===== src/rtl/sio_pkg.sv =====
package sio_pkg;
  localparam int PORT_W = 6;
  localparam int NPAGE  = 4;
  localparam logic [PORT_W-1:0] PORT_PAGE0 = 6'h38;
  localparam logic [PORT_W-1:0] PORT_JEXT  = 6'h3C;
  localparam logic [PORT_W-1:0] PORT_SPL   = 6'h3D;
  localparam logic [PORT_W-1:0] PORT_SPH   = 6'h3E;
  localparam logic [PORT_W-1:0] PORT_STAT  = 6'h3F;

  function automatic logic is_local(input logic [PORT_W-1:0] p);
    return p[5:3] == 3'b111;
  endfunction
endpackage


===== src/rtl/sio_page_reg.sv =====
module sio_page_reg #(
  parameter bit WRITABLE = 1'b1
) (
  input  logic        clk,
  input  logic        rst_n,
  input  logic        we,
  input  logic [7:0]  wdata,
  output logic [23:0] val
);
  logic [7:0] page_q;

  always_ff @(posedge clk) begin
    if (!rst_n)                page_q <= '0;
    else if (we && WRITABLE)   page_q <= wdata;
  end

  assign val = {page_q, 16'h0000};

  p_write_lands_r1: assert property (@(posedge clk) disable iff (!rst_n)
    (we && WRITABLE) |=> val[23:16] == $past(wdata));
  p_locked_page_r2: assert property (@(posedge clk) disable iff (!rst_n)
    !WRITABLE |=> $stable(val));
endmodule


===== src/rtl/sio_stack_ptr.sv =====
module sio_stack_ptr #(
  parameter bit          WIDE  = 1'b1,
  parameter logic [15:0] RESET = 16'h0000
) (
  input  logic        clk,
  input  logic        rst_n,
  input  logic        we_lo,
  input  logic        we_hi,
  input  logic [7:0]  wdata,
  output logic [15:0] sp
);
  always_ff @(posedge clk) begin
    if (!rst_n) sp <= RESET;
    else begin
      if (we_lo)         sp[7:0]  <= wdata;
      if (we_hi && WIDE) sp[15:8] <= wdata;
    end
  end

  p_lo_keeps_hi_r4: assert property (@(posedge clk) disable iff (!rst_n)
    (we_lo && !we_hi) |=> sp[15:8] == $past(sp[15:8]));
  p_narrow_hi_r5: assert property (@(posedge clk) disable iff (!rst_n)
    !WIDE |=> $stable(sp[15:8]));
endmodule


===== src/rtl/sio_rsp_slot.sv =====
module sio_rsp_slot (
  input  logic       clk,
  input  logic       rst_n,
  input  logic       load_own,
  input  logic [7:0] own_data,
  input  logic       ext_take,
  input  logic       ext_rsp_valid,
  input  logic [7:0] ext_rsp_data,
  output logic       ext_rsp_ready,
  input  logic       rsp_ready,
  output logic       rsp_valid,
  output logic [7:0] rsp_data,
  output logic       rd_pend,
  output logic       slot_free
);
  logic ext_hs;

  assign slot_free     = !rsp_valid || rsp_ready;
  assign ext_rsp_ready = rd_pend && slot_free;
  assign ext_hs        = ext_rsp_valid && ext_rsp_ready;

  always_ff @(posedge clk) begin
    if (!rst_n) begin
      rsp_valid <= 1'b0;
      rsp_data  <= '0;
      rd_pend   <= 1'b0;
    end else begin
      if (load_own) begin
        rsp_valid <= 1'b1;
        rsp_data  <= own_data;
      end else if (ext_hs) begin
        rsp_valid <= 1'b1;
        rsp_data  <= ext_rsp_data;
      end else if (rsp_ready) begin
        rsp_valid <= 1'b0;
      end
      if (ext_take)    rd_pend <= 1'b1;
      else if (ext_hs) rd_pend <= 1'b0;
    end
  end

  p_rsp_hold_r9: assert property (@(posedge clk) disable iff (!rst_n)
    (rsp_valid && !rsp_ready) |=> rsp_valid && $stable(rsp_data));
  p_pend_held_r8: assert property (@(posedge clk) disable iff (!rst_n)
    (rd_pend && !ext_rsp_valid) |=> rd_pend);
  p_ext_answer_r8: assert property (@(posedge clk) disable iff (!rst_n)
    ext_hs |=> rsp_valid && rsp_data == $past(ext_rsp_data));
endmodule


===== src/rtl/sio_regbank.sv =====
module sio_regbank
  import sio_pkg::*;
#(
  parameter logic [NPAGE-1:0] HAS_PAGE = 4'b1111,
  parameter bit               SP_WIDE  = 1'b1,
  parameter logic [15:0]      SP_RESET = 16'h0000,
  parameter int               EXT_AW   = 16,
  parameter logic [EXT_AW-1:0] IO_BASE = 16'h0020
) (
  input  logic              clk,
  input  logic              rst_n,
  input  logic              req_valid,
  output logic              req_ready,
  input  logic              req_write,
  input  logic [5:0]        req_port,
  input  logic [7:0]        req_wdata,
  output logic              rsp_valid,
  input  logic              rsp_ready,
  output logic [7:0]        rsp_data,
  output logic              ext_req_valid,
  input  logic              ext_req_ready,
  output logic              ext_write,
  output logic [EXT_AW-1:0] ext_addr,
  output logic [7:0]        ext_wdata,
  input  logic              ext_rsp_valid,
  output logic              ext_rsp_ready,
  input  logic [7:0]        ext_rsp_data,
  output logic [23:0]       page_d,
  output logic [23:0]       page_x,
  output logic [23:0]       page_y,
  output logic [23:0]       page_z,
  output logic [23:0]       jump_ext,
  output logic [15:0]       sp,
  output logic [7:0]        sreg
);
  logic        local_hit, accept, wr_acc, rd_local, ext_take;
  logic        rd_pend, slot_free;
  logic [7:0]  rd_byte;
  logic [23:0] pg [NPAGE];
  logic [7:0]  stat_q;

  assign local_hit = is_local(req_port);
  assign req_ready = rd_pend ? 1'b0
                   : local_hit ? (req_write || slot_free)
                   : ext_req_ready;
  assign accept    = req_valid && req_ready;
  assign wr_acc    = accept && local_hit && req_write;
  assign rd_local  = accept && local_hit && !req_write;
  assign ext_take  = accept && !local_hit && !req_write;

  assign ext_req_valid = req_valid && !local_hit && !rd_pend;
  assign ext_write     = req_write;
  assign ext_wdata     = req_wdata;
  assign ext_addr      = IO_BASE + EXT_AW'(req_port);

  for (genvar k = 0; k < NPAGE; k++) begin : g_page
    sio_page_reg #(.WRITABLE(HAS_PAGE[k])) u_page (
      .clk(clk), .rst_n(rst_n),
      .we(wr_acc && req_port == PORT_PAGE0 + 6'(k)),
      .wdata(req_wdata), .val(pg[k]));
  end

  assign page_d = pg[0];
  assign page_x = pg[1];
  assign page_y = pg[2];
  assign page_z = pg[3];

  sio_page_reg #(.WRITABLE(1'b1)) u_jext (
    .clk(clk), .rst_n(rst_n),
    .we(wr_acc && req_port == PORT_JEXT),
    .wdata(req_wdata), .val(jump_ext));

  sio_stack_ptr #(.WIDE(SP_WIDE), .RESET(SP_RESET)) u_sp (
    .clk(clk), .rst_n(rst_n),
    .we_lo(wr_acc && req_port == PORT_SPL),
    .we_hi(wr_acc && req_port == PORT_SPH),
    .wdata(req_wdata), .sp(sp));

  always_ff @(posedge clk) begin
    if (!rst_n)                              stat_q <= '0;
    else if (wr_acc && req_port == PORT_STAT) stat_q <= req_wdata;
  end
  assign sreg = stat_q;

  always_comb begin
    unique case (req_port[2:0])
      3'd0:    rd_byte = pg[0][23:16];
      3'd1:    rd_byte = pg[1][23:16];
      3'd2:    rd_byte = pg[2][23:16];
      3'd3:    rd_byte = pg[3][23:16];
      3'd4:    rd_byte = jump_ext[23:16];
      3'd5:    rd_byte = sp[7:0];
      3'd6:    rd_byte = sp[15:8];
      default: rd_byte = stat_q;
    endcase
  end

  sio_rsp_slot u_rsp (
    .clk(clk), .rst_n(rst_n),
    .load_own(rd_local), .own_data(rd_byte),
    .ext_take(ext_take),
    .ext_rsp_valid(ext_rsp_valid), .ext_rsp_data(ext_rsp_data),
    .ext_rsp_ready(ext_rsp_ready),
    .rsp_ready(rsp_ready), .rsp_valid(rsp_valid), .rsp_data(rsp_data),
    .rd_pend(rd_pend), .slot_free(slot_free));

  p_owned_rsp_r11: assert property (@(posedge clk) disable iff (!rst_n)
    rd_local |=> rsp_valid);
  p_stat_write_r6: assert property (@(posedge clk) disable iff (!rst_n)
    (wr_acc && req_port == PORT_STAT) |=> sreg == $past(req_wdata));
  p_jext_write_r3: assert property (@(posedge clk) disable iff (!rst_n)
    (wr_acc && req_port == PORT_JEXT) |=> jump_ext[23:16] == $past(req_wdata));
  p_ext_quiet_r7: assert property (@(posedge clk) disable iff (!rst_n)
    (accept && local_hit) |-> !ext_req_valid);
endmodule


===== config.mk =====
export PLATFORM = sky130hd
export DESIGN_NAME = sio_regbank
export DESIGN_NICKNAME = d
export VERILOG_FILES = /design/src/rtl/sio_pkg.sv /design/src/rtl/sio_page_reg.sv /design/src/rtl/sio_stack_ptr.sv /design/src/rtl/sio_rsp_slot.sv /design/src/rtl/sio_regbank.sv
export SDC_FILE = /design/constraint.sdc
export NUM_CORES = 1
export LEC_CHECK = 0
export BUFFER_PORTS_ARGS = -buffer_cell sky130_fd_sc_hd__clkbuf_2
export CORE_UTILIZATION = 43
export CTS_CLUSTER_DIAMETER = 40
export CTS_CLUSTER_SIZE = 8
export DETAILED_ROUTE_END_ITERATION = 6
export PLACE_DENSITY = 0.86
export SYNTH_ARGS = -nofsm -noshare
export SYNTH_HDL_FRONTEND = slang
export SYNTH_HIERARCHICAL = 1
export SYNTH_SLANG_ARGS = --single-unit
export TNS_END_PERCENT = 1

===== constraint.sdc =====
create_clock -name clk -period 1.65 [get_ports clk]
set_input_delay 0.33 -clock clk [delete_from_list [all_inputs] [get_ports clk]]
set_output_delay 0.33 -clock clk [all_outputs]
set_load 0.02 [all_outputs]

# ---- After elaboration in Yosys (flattened, before gate mapping)
# Index checks and enable logic that the tools add are counted.
dict set report totals {
  reg_bits 74
  input_bits 29
  out_inout_bits 181
  elab_cells 65
}
dict set report classes {
  addsub 1
  n_eq_ne 15
  n_mux 10
  n_reduce_logical 28
}
# op count
set op_table {}
lappend op_table {{8-bit one-hot mux with 7 select lines} 1}
lappend op_table {{6-bit == test (second input constant)} 8}
lappend op_table {{1-bit logical AND} 18}
lappend op_table {{8-bit two-way mux} 2}
lappend op_table {{3-bit == test (second input constant)} 4}
lappend op_table {{6-bit by 6-bit adder with 7-bit output (first input constant)} 1}
lappend op_table {{1-bit two-way mux} 7}
lappend op_table {{3-bit by 2-bit == test with 1-bit output (second input constant)} 2}
lappend op_table {{1-bit zero test} 4}
lappend op_table {{2-bit nonzero test} 2}
lappend op_table {{3-bit by 1-bit == test with 1-bit output (second input constant)} 1}
lappend op_table {{3-bit zero test} 1}
lappend op_table {{3-bit nonzero test} 1}
lappend op_table {{1-bit logical OR} 2}

# ---- Depth between registers and ports, before layout
dict set report depth {
  word_depth 9
  mapped_depth 9
  depth_no_buf 7
}

# ---- Cells and area by module
# The synthesis kept the hierarchy.
# module n_inst cells_each area_per_inst_um2 seq_area_each_um2
set by_module_without_submodules {}
lappend by_module_without_submodules {sio_page_reg 5 42 425.4 160.2}
lappend by_module_without_submodules {sio_regbank 1 174 1192.4 160.2}
lappend by_module_without_submodules {sio_stack_ptr 1 51 608.1 320.3}
lappend by_module_without_submodules {sio_rsp_slot 1 52 529.3 200.2}

# ---- Worst setup path after synthesis
# Ideal clock, no wire load.
dict set report synth_path {
  kind {input -> register}
  start {in req_port[2]}
  end {reg u_rsp.rsp_data[4]}
  setup_time_ns 0.122
  arrival_time_ns 1.544
  required_ns 1.528
  path_slack_ns -0.017
  cell_stages 8
  path_buffers 2
  path_cell_list {buf_4 clkbuf_1 nor2_1 a222oi_1 a21oi_1 or2b_1 o211ai_1 mux2i_1}
}
dict set report synth_via {
  elab_chain_len 3
  elab_cells_between_ends 9
  classes_between {eq/ne (6); mux (2); reduce/logical (1)}
}
# element line_no
set synth_lines {}
lappend synth_lines {{start: declaration} sio_regbank.sv:15} ;# input logic [5:0] req_port,
lappend synth_lines {{3-bit == test, or another cell as far along} sio_regbank.sv:86} ;# unique case (req_port[2:0])
lappend synth_lines {{8-bit one-hot mux with 7 select lines (*)} sio_regbank.sv:86}
lappend synth_lines {{net rd_byte[4]} sio_regbank.sv:38} ;# logic [7:0] rd_byte;
lappend synth_lines {{8-bit two-way mux (*)} sio_rsp_slot.sv:28} ;# if (load_own) begin
lappend synth_lines {{end signal: assignment} sio_rsp_slot.sv:30} ;# rsp_data <= own_data;
lappend synth_lines {{end signal: assignment} sio_rsp_slot.sv:33} ;# rsp_data <= ext_rsp_data;
lappend synth_lines {{end: declaration} sio_rsp_slot.sv:12} ;# output logic [7:0] rsp_data,
# Mark *: on every way through the listed nets, which the timed path passes. The rest lies on a longest branch.
# A chain may end at the register's enable or synchronous reset.

# ---- Final worst setup path
dict set report layout_path {
  start {in req_port[1]}
  end {reg u_rsp.rsp_data[3]}
}
# Same word-level chain as after synthesis.

==> impl_metrics.py <==
metrics = {
    "status": {
        "status": "completed",
    },
    "finish": {
        "nNetsFinal": 644,
        "diodes": 0,
        "multiInputGateArea_mm2": 0.00234,
        "stdcell_count": 753,
        "finish.instance_area_mm2": 0.00519,
        "fill_cells": 922,
        "final_layout_size_suffix_gt1_share_pct": 31.9,
        "seqCellArea_mm2": 0.00149,
        "finish.utilization_pct": 52.4,
        "areaGrowthSynthToFinish_pct": 16.5,
    },
    "clock_network": {
        "clk_transition_reported_paths_ps": 70,
        "clock-root-buffer": "clkbuf_8",
        "cts_buffer_count": 9,
        "post_cts.repair.setup_buffers": 0,
        "clock_insertion_delay_worst_skew_ps": 350,
        "buffer_levels_on_the_longest_clock_path": 2,
        "htreeDepth": 3,
        "tritoncts": "yes",
        "cts_sinks": 74,
    },
    "grt": {
        "grt_overflow": 0,
        "global_route.usage.total_pct": 20.6,
        "grt_start_max_net_pins": 91,
        "antenna_found_initial": 0,
        "via_count_of_the_first_global_routing_pass": 3303,
        "grt_first_pass_wirelength_um": 17500,
    },
    "job": {
        "timing.max_cap.violations": 0,
    },
    "sta": {
        "fin_crit_ps": 1610,
        "tns_ps": 0,
        "rsz0062_at_grt": "true",
        "maxSlewViolCount": 0,
        "clock-skew-final_ps": 8.53,
        "clock.fmax_mhz": 621,
        "final_setup_viols": 0,
        "setup_slack_ps": 39.2,
        "finalHoldViolations": 0,
        "post-route-period-util_pct": 97.6,
        "fin_worst_hold_slack_ps": 294,
    },
    "worst_setup_path": {
        "r2r-end": "u_rsp/rsp_data[4]",
        "worstSetupPathType": "in2reg",
        "timing.rr.start": "g_page[0].u_page/page_q[4]",
        "cp_data_required_time_ps": 1890,
        "regToRegSetupSlack_ps": 60,
        "cp-start-kind": "primary input",
        "timing.critical_path.to_type": "flip-flop",
        "critPathArrivalTime_ps": 1850,
        "cp-startpoint": "req_port[1]",
        "critPathMaxFanout": 7,
        "timing.reg2reg.worst_path_depth": 6,
    },
    "power": {
        "max-vdd-ir-drop_v": 0.000417,
        "p_switching_mw": 1.12,
        "power.combinational.fraction_pct": 15.8,
        "power.share.clock_pct": 37.7,
        "p_int_mw": 2.75,
        "seq_power_share_pct": 46.6,
        "total_leakage_power_nw": 2.27,
        "sw_frac_of_total_pct": 28.9,
        "total_power_mw": 3.87,
        "pwr_density_cell_mw_per_mm2": 745,
    },
    "route": {
        "wl_per_cell_um": 15.2,
        "drt_first_iter_violations": 317,
        "via_count": 3603,
        "ant_nets": 0,
        "drt_first_pass_iters": 5,
        "avgViaCountPerCell": 4.78,
        "drc_viols": 0,
        "route.final.wire_length_um": 11400,
    },
    "synth": {
        "ys_dominant_reg_cell": "dfxtp_1",
        "synth_cell_type_count": 44,
        "synthCells": 487,
        "syn-mean-instance-area_um2": 9.15,
        "synthesis_stage_register_bit_count": 74,
        "synth_warn": 6,
        "synth_edf_count": 0,
        "synth_seq_area_share_pct": 33.2,
        "synthArstFlopShare_pct": 0,
        "syn-cell-area_mm2": 0.00446,
    },
    "worst_hold_path": {
        "timing.hold.worst.class": "in2reg",
        "hold_path_end": "u_rsp/rsp_data[1]",
        "timing.hold.worst_path_depth": 3,
        "worstHoldStart": "ext_rsp_data[1]",
    },
    "floorplanning": {
        "die_w_um": 104,
        "pin_count": 210,
        "dieHeight_um": 104,
        "num_rows": 36,
        "die_area_mm2": 0.0108,
        "initial_utilization_pct": 45.0,
        "core_area_mm2": 0.00991,
    },
    "placement": {
        "post-place-cells": 737,
        "placed_cell_area_mm2": 0.00495,
        "count_of_input_and_output_buffers": 120,
        "place.detailed.hpwl_um": 8800,
        "detailedPlace.worstSlack_ps": -287,
        "gpl.final_weighted_congestion": 0.964,
    },
}
[timing repair]
action,CTS,global route
hold buffers,0,0
gates resized for setup,2,10
setup endpoints to repair,22,43
pin swaps,0,1
endpoints found under the hold margin,0,0
[area by class of cell]
| class | count | share of cell area, % |
|---|---|---|
| sequential | 74 | 28.6 |
| tap | 133 | 3.20 |
| inverter | 4 | 0.289 |
| timing repair buffer | 163 | 18.8 |
| clock inverter | 4 | 0.964 |
| clock buffer | 12 | 2.99 |
| multi-input combinational | 363 | 45.2 |
[cell families after synthesis]
logic type | share of synthesized area, %
simple gates | 18.0
buf+inv | 22.3
mux | 16.7
flops | 33.2
compound gates | 9.24
other cells | 0.505
[placed cells by master (no fill, tap or decap), types with 8 or more instances in the layout]
cell / count
o21ai_0: 16
clkbuf_2: 119
conb_1: 89
nor2_1: 15
mux2i_1: 70
dfxtp_1: 71
buf_4: 40
a21oi_1: 11
nor2b_1: 56
nand2_1: 27
nand3_1: 11
o211ai_1: 8
clkbuf_8: 11
[cell usage after synthesis (2+ instances only)]
cell	instances	area share, %
o211ai_1	8	1.3
o22ai_1	3	0.42
or2b_1	6	1.0
nand3_1	12	1.3
clkbuf_1	4	0.34
mux2i_1	70	16
dfxtp_1	74	33
a21oi_1	11	1.2
nand2_1	27	2.3
inv_1	4	0.34
mux2_2	4	1.0
conb_1	6	0.51
and3_1	3	0.42
o211a_1	3	0.67
nor4_1	3	0.42
buf_4	108	18
nor2b_1	58	8.1
nor2_1	15	1.3
a221oi_1	7	1.4
nand2b_1	4	0.56
buf_6	9	2.3
a21boi_0	2	0.34
o21ai_0	16	1.8
nor3_1	5	0.56
buf_2	6	0.67
[power by group through the flow]
stage / clock network [mW] / registers (mW) / logic, mW
global route: 1.55 / 1.80 / 0.651
CTS: 1.47 / 1.80 / 0.600
finish: 1.46 / 1.80 / 0.610
detailed placement: 0 / 1.84 / 0.597
floorplan: 0 / 1.86 / 0.576
global placement: 0 / 1.84 / 0.593
[flip-flops by register name (all words and copies together) (netlist names)]
name,count
g_page.u_page/page_q,32
sreg,8
u_jext/page_q,8
u_rsp/rd_pend,1
u_rsp/rsp_data,8
u_rsp/rsp_valid,1
u_sp/sp,16
[critical path, cell delays in order]
cell      delay, ps
clkbuf_2        160
buf_4           190
and2_1          240
a221oi_1        370
o22ai_1         150
or2b_1          240
o211ai_1         80
mux2i_1          80
[worst max-delay path by stage]
| stage | endpoint |
|---|---|
| finish | u_rsp/rsp_data[3] |
| global route | u_rsp/rsp_data[4] |
| CTS | u_rsp/rsp_data[4] |
| detailed placement | u_rsp/rsp_data[4] |
| global placement | u_rsp/rsp_data[4] |
| floorplan | u_rsp/rsp_data[4] |
[layer usage]
metal / up-vias / track usage [%] / wire length, um
met2: 192 / 32.9 / 5280
met4: 0 / 8.47 / 257
li1: 1721 / - / -
met5: - / 0 / 0
met3: 23 / 4.66 / 835
met1: 1667 / 26.7 / 5040
Power figures use the tool's default switching activity.
